File: src/rtl/dwhs_pkg.sv
// Shared types for the dataway command handshake.
// Assumes: dataway strobes are level signals held for several CPU clocks.
package dwhs_pkg;
    // Bundle of asynchronous dataway strobes carried through one synchronizer
    typedef struct packed {
        logic gcmd;
        logic rcmd;
        logic s2;
        logic match;
        logic ltest;
        logic mrst;
    } dw_sig_t;

    localparam int DW_BITS = $bits(dw_sig_t);
endpackage

File: src/rtl/dwhs_sync.sv
// Multi-bit flop synchronizer, one chain per bit.
// Assumes: each bit is independent and held longer than STAGES clocks.
module dwhs_sync #(
    parameter int WIDTH  = 1,
    parameter int STAGES = 2
) (
    input  logic             clk,
    input  logic             rst_n,
    input  logic [WIDTH-1:0] d,
    output logic [WIDTH-1:0] q
);
    logic [STAGES-1:0][WIDTH-1:0] pipe;

    // Shift the asynchronous inputs through the synchronizer chain
    always_ff @(posedge clk) begin
        if (!rst_n) begin
            pipe <= '0;
        end else begin
            pipe[0] <= d;
            for (int i = 1; i < STAGES; i++) begin
                pipe[i] <= pipe[i-1];
            end
        end
    end

    assign q = pipe[STAGES-1];
endmodule

File: src/rtl/dwhs_cmd_ctrl.sv
// Command interlock and read-data control.
// Accepts a general command only when none is pending, raises the CPU
// interrupt at the trailing edge of S2, and answers reads from a word
// that the CPU prefetched, dropping it when the command does not match.
// Assumes: all dataway inputs are already synchronized to clk.
module dwhs_cmd_ctrl (
    input  logic clk,
    input  logic rst_n,
    input  logic gcmd,
    input  logic rcmd,
    input  logic s2,
    input  logic match,
    input  logic cpu_clr,
    input  logic cpu_latch,
    output logic q_cmd,
    output logic rd_en,
    output logic rd_valid,
    output logic pending,
    output logic irq,
    output logic data_rdy
);
    logic gcmd_d, s2_d, armed;
    logic g_rise, g_fall, s2_fall, accept, hit;

    assign g_rise  = gcmd & ~gcmd_d;
    assign g_fall  = ~gcmd & gcmd_d;
    assign s2_fall = ~s2 & s2_d;
    assign accept  = g_rise & ~pending;
    assign hit     = accept & rcmd & data_rdy & match;

    // Edge history for the synchronized strobes
    always_ff @(posedge clk) begin
        if (!rst_n) begin
            gcmd_d <= 1'b0;
            s2_d   <= 1'b0;
        end else begin
            gcmd_d <= gcmd;
            s2_d   <= s2;
        end
    end

    // Q and read enable: decided at acceptance, dropped when gcmd falls
    always_ff @(posedge clk) begin
        if (!rst_n) begin
            q_cmd <= 1'b0;
            rd_en <= 1'b0;
        end else if (accept) begin
            q_cmd <= ~rcmd | (data_rdy & match);
            rd_en <= hit;
        end else if (g_fall) begin
            q_cmd <= 1'b0;
            rd_en <= 1'b0;
        end
    end

    // Read-valid flag: result of the latest accepted command
    always_ff @(posedge clk) begin
        if (!rst_n)      rd_valid <= 1'b0;
        else if (accept) rd_valid <= hit;
    end

    // Pending interlock: first flop of the tandem pair
    always_ff @(posedge clk) begin
        if (!rst_n) pending <= 1'b0;
        else        pending <= accept | (pending & ~cpu_clr);
    end

    // Arm the interrupt flop between acceptance and the S2 trailing edge
    always_ff @(posedge clk) begin
        if (!rst_n)                 armed <= 1'b0;
        else if (cpu_clr)           armed <= 1'b0;
        else if (accept)            armed <= 1'b1;
        else if (s2_fall)           armed <= 1'b0;
    end

    // Interrupt request: second flop, set at S2 trailing edge, CPU clears
    always_ff @(posedge clk) begin
        if (!rst_n)                 irq <= 1'b0;
        else if (cpu_clr)           irq <= 1'b0;
        else if (s2_fall && armed)  irq <= 1'b1;
    end

    // Prefetched word status: CPU sets, any accepted read consumes
    always_ff @(posedge clk) begin
        if (!rst_n) data_rdy <= 1'b0;
        else        data_rdy <= cpu_latch | (data_rdy & ~(accept & rcmd));
    end
endmodule

File: src/rtl/dwhs_lam.sv
// LAM source, mask and enable, plus the hardware-only LAM test and
// module reset responses, which never involve the CPU.
// Assumes: ltest and mrst are synchronized; CPU strobes are single cycles.
module dwhs_lam #(
    parameter int MASK_W = 16,
    parameter int SRC_W  = 2
) (
    input  logic              clk,
    input  logic              rst_n,
    input  logic [SRC_W-1:0]  ev,
    input  logic              src_rd,
    input  logic              mask_we,
    input  logic [MASK_W-1:0] mask_wdata,
    input  logic              en_set,
    input  logic              en_clr,
    input  logic              ltest,
    input  logic              mrst,
    output logic [SRC_W-1:0]  src,
    output logic [MASK_W-1:0] mask,
    output logic              lam,
    output logic              q_hw,
    output logic              mrst_req
);
    logic enable, mrst_d;

    // Sticky source bits; a new event beats the read-clear
    always_ff @(posedge clk) begin
        if (!rst_n) src <= '0;
        else        src <= ev | (src & {SRC_W{~src_rd}});
    end

    // Mask register, all ones out of reset
    always_ff @(posedge clk) begin
        if (!rst_n)       mask <= '1;
        else if (mask_we) mask <= mask_wdata;
    end

    // Global LAM enable
    always_ff @(posedge clk) begin
        if (!rst_n)      enable <= 1'b1;
        else if (en_clr) enable <= 1'b0;
        else if (en_set) enable <= 1'b1;
    end

    assign lam = enable & (|(src & mask[SRC_W-1:0]));

    // Hardware answers: LAM test reflects LAM, module reset always answers
    always_ff @(posedge clk) begin
        if (!rst_n) begin
            q_hw     <= 1'b0;
            mrst_d   <= 1'b0;
            mrst_req <= 1'b0;
        end else begin
            q_hw     <= (ltest & lam) | mrst;
            mrst_d   <= mrst;
            mrst_req <= mrst & ~mrst_d;
        end
    end
endmodule

File: src/rtl/dwhs_top.sv
// Dataway command handshake top: synchronizes the dataway strobes,
// then feeds the command interlock and the LAM logic.
// Assumes: command and hardware strobes never overlap on the dataway.
module dwhs_top #(
    parameter int SYNC_STAGES = 2,
    parameter int MASK_W      = 16,
    parameter int SRC_W       = 2
) (
    input  logic              clk,
    input  logic              rst_n,
    input  logic              dw_gcmd,
    input  logic              dw_rcmd,
    input  logic              dw_s2,
    input  logic              dw_match,
    input  logic              dw_ltest,
    input  logic              dw_mrst,
    input  logic              cpu_clr,
    input  logic              cpu_latch,
    input  logic              cpu_src_rd,
    input  logic              cpu_mask_we,
    input  logic [MASK_W-1:0] cpu_mask_wdata,
    input  logic              cpu_lam_en,
    input  logic              cpu_lam_dis,
    input  logic [SRC_W-1:0]  lam_ev,
    output logic              q_resp,
    output logic              rd_en,
    output logic              rd_valid,
    output logic              cmd_pending,
    output logic              irq,
    output logic              data_rdy,
    output logic              lam,
    output logic [SRC_W-1:0]  lam_src,
    output logic [MASK_W-1:0] lam_mask,
    output logic              mod_rst_req
);
    import dwhs_pkg::*;

    dw_sig_t raw, syn;
    logic    q_cmd, q_hw;

    assign raw = '{gcmd: dw_gcmd, rcmd: dw_rcmd, s2: dw_s2,
                   match: dw_match, ltest: dw_ltest, mrst: dw_mrst};

    dwhs_sync #(.WIDTH(DW_BITS), .STAGES(SYNC_STAGES)) u_sync (
        .clk(clk), .rst_n(rst_n), .d(raw), .q(syn)
    );

    dwhs_cmd_ctrl u_cmd (
        .clk(clk), .rst_n(rst_n),
        .gcmd(syn.gcmd), .rcmd(syn.rcmd), .s2(syn.s2), .match(syn.match),
        .cpu_clr(cpu_clr), .cpu_latch(cpu_latch),
        .q_cmd(q_cmd), .rd_en(rd_en), .rd_valid(rd_valid),
        .pending(cmd_pending), .irq(irq), .data_rdy(data_rdy)
    );

    dwhs_lam #(.MASK_W(MASK_W), .SRC_W(SRC_W)) u_lam (
        .clk(clk), .rst_n(rst_n),
        .ev(lam_ev), .src_rd(cpu_src_rd),
        .mask_we(cpu_mask_we), .mask_wdata(cpu_mask_wdata),
        .en_set(cpu_lam_en), .en_clr(cpu_lam_dis),
        .ltest(syn.ltest), .mrst(syn.mrst),
        .src(lam_src), .mask(lam_mask), .lam(lam),
        .q_hw(q_hw), .mrst_req(mod_rst_req)
    );

    assign q_resp = q_cmd | q_hw;
endmodule

File: config.mk
export PLATFORM = sky130hd
export DESIGN_NAME = dwhs_top
export DESIGN_NICKNAME = d
export VERILOG_FILES = /design/src/rtl/dwhs_pkg.sv /design/src/rtl/dwhs_sync.sv /design/src/rtl/dwhs_cmd_ctrl.sv /design/src/rtl/dwhs_lam.sv /design/src/rtl/dwhs_top.sv
export SDC_FILE = /design/constraint.sdc
export NUM_CORES = 1
export LEC_CHECK = 0
export CORE_MARGIN = 1.5
export CORE_UTILIZATION = 42
export DETAILED_ROUTE_END_ITERATION = 8
export HOLD_SLACK_MARGIN = 0.1
export PLACE_DENSITY = 0.76
export SETUP_SLACK_MARGIN = 0.15
export SLEW_MARGIN = 0
export SYNTH_ARGS = -nofsm -noshare
export SYNTH_HDL_FRONTEND = slang
export SYNTH_HIERARCHICAL = 1
export SYNTH_SLANG_ARGS = --single-unit
File: constraint.sdc
create_clock -name clk -period 1.6 [get_ports clk]
set_clock_uncertainty 0.2 [all_clocks]
set_input_delay 0.32 -clock clk [delete_from_list [all_inputs] [get_ports clk]]
set_output_delay 0.32 -clock clk [all_outputs]
set_load 0.05 [all_outputs]
# Yosys cells after proc, flatten, opt, wreduce, memory -nomap -nowiden
# Cells that the tools add are included.
[classes]
reduce_logical = 6
muxes = 7
n_bitwise = 31
[ops]
columns = ["op", "n"]
rows = [
  ["AND 1 bit", 13],
  ["NOT 1 bit", 10],
  ["2-to-1 mux 1 bit", 7],
  ["nonzero test 2 bit", 3],
  ["OR 1 bit", 5],
  ["AND 2 bit", 2],
  ["OR reduction 2 bit", 2],
  ["OR 2 bit", 1],
  ["logical AND 1 bit", 1],
]
[totals]
regBits = 43
in_bits = 32

# Longest topological paths before layout
# Gate-level depths: netlist of run 1.
[depth]
depth_word = 7
depth_mapped = 4

# Modules after synthesis
# The synthesis of run 1 kept the hierarchy.
[by_module_without_submodules]
columns = ["mod", "n_inst", "area_per_inst_um2", "cells_each", "seq_area_each_um2"]
rows = [
  ["dwhs_lam", 1, 772.0, 71, 440.4],
  ["dwhs_sync", 1, 381.6, 31, 240.2],
  ["dwhs_cmd_ctrl", 1, 331.6, 35, 180.2],
  ["dwhs_top", 1, 6.3, 1, 0.0],
]

# Least setup slack after synthesis of run 1
# Ideal clock, no wire load.
[synth_path]
path_kind = "flip-flop to output port"
startpoint = "reg u_lam.mask[0]"
endpoint = "out lam"
slack_ns = -0.462
stages_incl_launch_ff = 3
arrival_time_ns = 1.542
required_ns = 1.080
n_path_buf = 0
path_cell_list = "dfxtp_1 > a22oi_1 > nor2b_1"
[synth_between]
elab_chain_len = 3
[synth_rtl]
columns = ["element", "line_no", "source"]
rows = [
  ["start: declaration", "dwhs_lam.sv:19", "output logic [MASK_W-1:0] mask,"],
  ["start signal: assignment", "dwhs_lam.sv:35", "else if (mask_we) mask <= mask_wdata;"],
  ["AND 2 bit", "dwhs_lam.sv:45", "assign lam = enable & (|(src & mask[SRC_W-1:0]));"],
  ["OR reduction 2 bit", "dwhs_lam.sv:45", ""],
  ["AND 1 bit", "dwhs_lam.sv:45", ""],
  ["end: declaration", "dwhs_top.sv:31", "output logic lam,"],
]
# No other way between the ends.

# Worst setup path in the final report of run 1
# Ends and elaborated chain as after synthesis.

==> key figures, run 1 <==
Synthesis
  – Area of the mapped netlist: 1490 µm²
  – Post-synth ARST share: 0
  – Top_reg_cell synth: dfxtp_1
  – Yosys top cell area share: 0.577
  – Syn_area_per_cell: 10.8 µm²
  – Mapped Cells: 138
  – Sequential element share of the synthesized area: 0.577
  – Synth unique cells: 27
  – Syn_nets: 170
  – Biggest area consumer among synthesized cells: dfxtp_1
  – Post-synth EDFFs: 0
  – Synth top area cells: dfxtp_1 58%, mux2i_1 11%, nand2_1 4.8%
  – Register bit total from synthesis: 43
  – Count of warnings emitted by yosys: 6

Critical path
  – Cell Chain, Critical Path: a22oi_2 > nor2b_4 > buf_6
  – Buf+Inv Stages, Crit Path: 1
  – Critical path type: reg2out
  – Required @ worst endpoint: 1.08 ns
  – CP endpoint kind: output port
  – CP delay by family, top: flip-flops
  – Worst path slowest cell: dfxtp_4
  – Critical path's largest stage delay: 0.37 ns
  – Crit Path Max Fanout: 2
  – Crit path DAT: 1.20 ns
  – Crit path launch type: register

Global route
  – Vias in the first global route: 1192
  – Gr ovfl total: 0
  – Initial antenna violation count: 0
  – Largest net degree at the start of global routing: 32
  – GRT Overall Usage: 0.191
  – Global-route wire length before repair: 5.66 mm

Floorplan
  – Die ar.: 3920 µm²
  – Starting Density: 0.443
  – Io pins: 58
  – Core Region: 3360 µm²
  – Row cnt: 21
  – Die width: 62.6 µm
  – Die height: 62.6 µm

Layout
  – Final Cell Area: 2500 µm²
  – Layout cell share with drive strength beyond 1: 0.392
  – Diodes inserted: 0
  – Fin nets: 230
  – Layout area overhead: 67.6%

Status
  – Violated checks: setup timing
  – Status: complete, but fails checks

Power and ir drop
  – Peak VDD IR: 0.000834 V
  – Power Density: 944 nW/µm²
  – Total power: 0.00236 W
  – Leakage: 1.07 nW

Place
  – Port bufs: 57
  – Post-DP Area: 2340 µm²
  – Dpl ws: -0.0777 ns
  – Final HPWL from detailed placement: 2.59 mm
  – Final GP Congestion: 0.706

Flow run
  – Maxcap violations: 0

STA
  – Tightest Pin Transition: 0.273 ns
  – # setup viols final: 1
  – Final worst slack: -0.124 ns
  – Max Fclk: 580 MHz
  – Final Cycle Share: 1.08
  – Post-route minimum period: 1.72 ns
  – Final Hold Fails: 0
  – Slew Limit Fails: 0
  – RSZ-0062 raised after global routing: true
  – Max_slew headroom: 0.818

Routing
  – Post-DRT Antenna Nets: 0
  – Drt wl/cell: 14.5 µm
  – DR vias: 1153
  – First-pass DRT Iterations: 4
  – Final wirelength: 3.56 mm
  – Vias per cell: 4.71
  – Drc violations: 0
  – Initial drt markers: 39

Clocking
  – Cts bufs inserted: 5
  – CTS tree: yes
  – Skew-Pair Late Insertion Delay: 0.35 ns
  – Clock sink count: 43
  – Hold_buf cts: 0
  – H-Tree Depth: 2
  – CTS max path bufs: 2
  – Worst-path clk slew: 0.12 ns
  – Root buf cell: clkbuf_4

Worst hold path
  – Worst hold path type: reg2reg
## cell usage in the layout (no fill, tap or decap), types with 3 or more instances in the layout
cell type | netlist | routed
dfxtp_2 | 0 | 19
dfxtp_1 | 43 | 19
nor2_1 | 6 | 6
dfxtp_4 | 0 | 5
and2_1 | 5 | 5
mux2i_1 | 16 | 16
buf_4 | 6 | 4
and2_2 | 8 | 8
inv_1 | 5 | 5
buf_12 | 1 | 27
clkbuf_4 | 0 | 5
a21oi_1 | 4 | 4
o21ai_0 | 3 | 3
clkdlybuf4s50_1 | 0 | 31
nand2_1 | 19 | 19
## report_power, final
group          switching (W)  internal, W
Combinational       0.000217     0.000262
Sequential         0.0000460      0.00112
Clock               0.000341     0.000369
## through the flow
| stage | hold slack [ns] | TNS [ns] | util | instances |
|---|---|---|---|---|
| floorplan | 0.168 | 0 | - | 138 |
| global placement | 0.173 | 0 | 0.696 | 233 |
| detailed placement | 0.214 | -0.127 | 0.696 | 233 |
| CTS | 0.232 | -0.146 | 0.733 | 243 |
| global route | 0.247 | -0.210 | 0.743 | 245 |
| finish | 0.224 | -0.124 | 0.743 | 245 |
## metal layers
metal,part of all wire,vias up,GRT usage
met3,0.043,10,0.0450
li1,-,562,-
met2,0.58,29,0.351
met5,0,-,0
met1,0.35,552,0.191
met4,0.031,0,0.125
## kinds of logic after synthesis
| logic type | synth area share |
|---|---|
| simple gates | 0.180 |
| flops | 0.577 |
| mux | 0.107 |
| buf+inv | 0.0772 |
| compound gates | 0.0587 |
## worst paths after layout
| kind | start | cells past startpoint | slack [ns] | to |
|---|---|---|---|---|
| setup / recovery | u_lam/mask[0] | 3 | -0.12 | lam |
| hold / removal | u_lam/mrst_d | 1 | 0.22 | u_lam/mrst_req |
| setup reg to reg | u_cmd/pending | 3 | 0.24 | u_cmd/rd_en |
| hold reg to reg | u_lam/mrst_d | 1 | 0.22 | u_lam/mrst_req |
## state kept, by name (all words and copies together), names as in the netlist, 2 cells and up
signal       flops
u_sync/q         6
u_lam/mask      16
u_sync/pipe      6
u_lam/src        2
## worst reg2reg max path, cell delays in order, from the launching register on
cell and delay (ns):
dfxtp_4 0.39, nor3b_4 0.28, nand4_1 0.22, a21oi_1 0.21
## timing repair
action | CTS | global route
gates resized for setup | 11 | 14
setup endpoints to repair | 8 | 17
pin swaps | 1 | 0
setup buffers | 2 | 2
cloned | 0 | 0
## Yosys cell counts (all sizes together), types with 2 or more instances
library cell	count
nor2b	3
nand2b	2
nor2	6
dfxtp	43
inv	5
o21a	2
buf	10
o21ai	3
mux2i	16
and2	13
a31oi	2
nand2	19
a21oi	5
## layout make-up
cell class	instances	area, µm²
Fill cell	237	863
Tap cell	46	57.6
Multi-Input combinational cell	79	531
Timing Repair Buffer	64	903
Sequential cell	43	903
Clock inverter	2	35.0
Clock buffer	6	51.3
Inverter	5	18.8
No activity file was read; power rests on OpenSTA's default activity.
==> inputs of run 2 (changes only) <==
--- a/config.mk
+++ b/config.mk
@@ -6,10 +6,10 @@
 export NUM_CORES = 1
 export LEC_CHECK = 0
 export CORE_MARGIN = 1.5
-export CORE_UTILIZATION = 42
+export CORE_UTILIZATION = 46
 export DETAILED_ROUTE_END_ITERATION = 8
 export HOLD_SLACK_MARGIN = 0.1
-export PLACE_DENSITY = 0.76
+export PLACE_DENSITY = 0.83
 export SETUP_SLACK_MARGIN = 0.15
 export SLEW_MARGIN = 0
 export SYNTH_ARGS = -nofsm -noshare
==> constraint.sdc (replaced) <==
create_clock -name clk -period 2.1 [get_ports clk]
set_clock_uncertainty 0.2 [all_clocks]
set_input_delay 0.42 -clock clk [delete_from_list [all_inputs] [get_ports clk]]
set_output_delay 0.42 -clock clk [all_outputs]
set_load 0.05 [all_outputs]
==> key figures, run 2 (synthesized netlist as in run 1, its figures left out) <==
STA
  – Hold WS: 0.190 ns (-0.0344 ns)
  – Max Fclk: 539 MHz
  – Final Hold Fails: 0 (unchanged)
  – Final Cycle Share: 0.883
  – RSZ-0062 raised after global routing: false
  – Tightest Pin Transition: 0.512 ns (+0.239 ns)
  – Slew Limit Fails: 0 (unchanged)
  – Setup tns final: 0 ns (+0.124 ns)
  – Post-route minimum period: 1.86 ns
  – Max_slew headroom: 0.660 (-0.157)
  – # setup viols final: 0 (-1)
  – Final worst slack: 0.245 ns (+0.369 ns)

Global route
  – Gr ovfl total: 0 (unchanged)
  – Initial antenna violation count: 0 (unchanged)
  – GRT Overall Usage: 0.179 (-0.0125)
  – Global-route wire length before repair: 4.68 mm (-17%)
  – Vias in the first global route: 1027 (-14%)
  – Largest net degree at the start of global routing: 25 (-22%)

Clocking
  – CTS max path bufs: 2 (unchanged)
  – Root buf cell: clkbuf_4
  – Post-CTS setup buffers: 0 (-2)
  – Clock sink count: 43 (unchanged)
  – Skew-Pair Late Insertion Delay: 0.34 ns (about the same)
  – Worst-path clk slew: 0.11 ns (about the same)
  – Hold_buf cts: 0 (unchanged)
  – CTS tree: yes
  – H-Tree Depth: 2 (unchanged)
  – Cts bufs inserted: 5 (unchanged)

Floorplan
  – Starting Density: 0.485 (+0.0411)
  – Row cnt: 20 (-4.8%)
  – Die height: 59.9 µm (-4.2%)
  – Die ar.: 3590 µm² (-8.3%)
  – Io pins: 58 (unchanged)
  – Die width: 59.9 µm (-4.2%)
  – Core Region: 3080 µm² (-8.5%)

Status
  – Status: completed

Power and ir drop
  – Peak VDD IR: 0.000391 V (-53%)
  – Leakage: 0.901 nW (-16%)
  – Power Density: 767 nW/µm² (-19%)

Routing
  – Vias per cell: 4.61 (-2.1%)
  – WL met3: 139 µm (-9.7%)
  – First-pass DRT Iterations: 4 (unchanged)
  – Final wirelength: 2.98 mm (-16%)
  – DR vias: 1101 (-4.5%)
  – Drt wl/cell: 12.5 µm (-14%)
  – Initial drt markers: 43 (+10%)
  – DR WL met2: 1.59 mm (-23%)
  – WL met1: 1.20 mm (-3.5%)
  – Post-DRT Antenna Nets: 0 (unchanged)
  – Drc violations: 0 (unchanged)
  – Uppermost routed layer: met4

Flow run
  – Maxcap violations: 0 (unchanged)

Layout
  – Diodes inserted: 0 (unchanged)
  – Final Cell Area: 2080 µm² (-17%)
  – Commonest cells after routing, fill and taps aside: 43 x dfxtp_1, 31 x clkdlybuf4s50_1, 19 x nand2_1
  – Max FFs per register: 16 (unchanged)
  – Final Util: 0.675 (-0.0681)
  – Biggest register: u_lam/mask
  – Layout cell share with drive strength beyond 1: 0.174 (-0.218)
  – Layout area overhead: 39.3%
  – Commonest non-fill, non-tap cell in the layout: dfxtp_1
  – Fin nets: 226 (-1.7%)

Critical path
  – Cell Chain, Critical Path: dlygate4sd2_1
  – Buf+Inv Stages, Crit Path: 1 (unchanged)
  – Required @ worst endpoint: 1.48 ns (+0.40 ns)
  – Critical path's largest stage delay: 0.54 ns (+0.17 ns)
  – CP endpoint kind: output port
  – Crit path launch type: register
  – Worst path slowest cell: dlygate4sd2_1
  – Crit path DAT: 1.24 ns (+0.04 ns)
  – CP delay by family, top: buffers and inverters
  – Crit Path Max Fanout: 2 (unchanged)
  – Critical path type: reg2out

Place
  – Final GP Congestion: 0.756 (+7.0%)
  – Final HPWL from detailed placement: 2.19 mm (-15%)
  – Port bufs: 57 (unchanged)
  – Dpl ws: 0.274 ns (+0.352 ns)
  – Post-DP Area: 2030 µm² (-13%)

Worst hold path
  – Worst hold path type: reg2reg
-- run 2: cell types whose count changed in the layout (fill, tap and decap cells not counted), moves of 2 or more --
cell | previous run | this run
buf_12 | 27 | 1
buf_4 | 4 | 15
buf_6 | 2 | 0
dfxtp_1 | 19 | 43
dfxtp_2 | 19 | 0
dfxtp_4 | 5 | 0
dlygate4sd2_1 | 0 | 13
-- run 2: metrics by stage --
step	std cells	power, W
finish	239	0.00159
global route	239	0.00167
CTS	239	0.00161
detailed placement	231	0.00118
global placement	231	0.00118
floorplan	138	0.00107
-- run 2: worst paths after layout --
path / start / endpoint / slack, ns / cells past startpoint
setup / recovery: u_lam/mask[11] / lam_mask[11] / 0.24 / 1
setup reg to reg: u_cmd/pending / u_cmd/rd_valid / 0.78 / 3
hold / removal: u_lam/mrst_d / u_lam/mrst_req / 0.19 / 1
hold reg to reg: u_lam/mrst_d / u_lam/mrst_req / 0.19 / 1
-- run 2: per-layer routing --
metal  up-vias  global-route usage
li1        553                   -
met1       517               0.195
met2        25               0.315
met3         6              0.0563
met4         0              0.0762
met5         -                   0
-- run 2: final cells by class --
cell class	count	area, µm²
Sequential cell	43	861
Fill cell	261	1000
Clock buffer	8	68.8
Timing Repair Buffer	60	557
Inverter	5	18.8
Multi-Input combinational cell	79	518
Tap cell	44	55.1
-- run 2: worst reg2reg max path: stages (launching register included) --
cell and delay (ns):
dfxtp_1 0.36, nor3b_4 0.34, nand4_1 0.18, a21oi_1 0.18
-- run 2: repair_timing --
item,in CTS,in global routing
endpoints found under the setup margin,13,0
resized for setup,13,0
hold endpoints to repair,0,0
-- run 2: power by group --
part	switching, W	internal [W]
logic	0.000158	0.000125
clock network	0.000239	0.000197
registers	0.0000203	0.000855
total	0.000417	0.00118
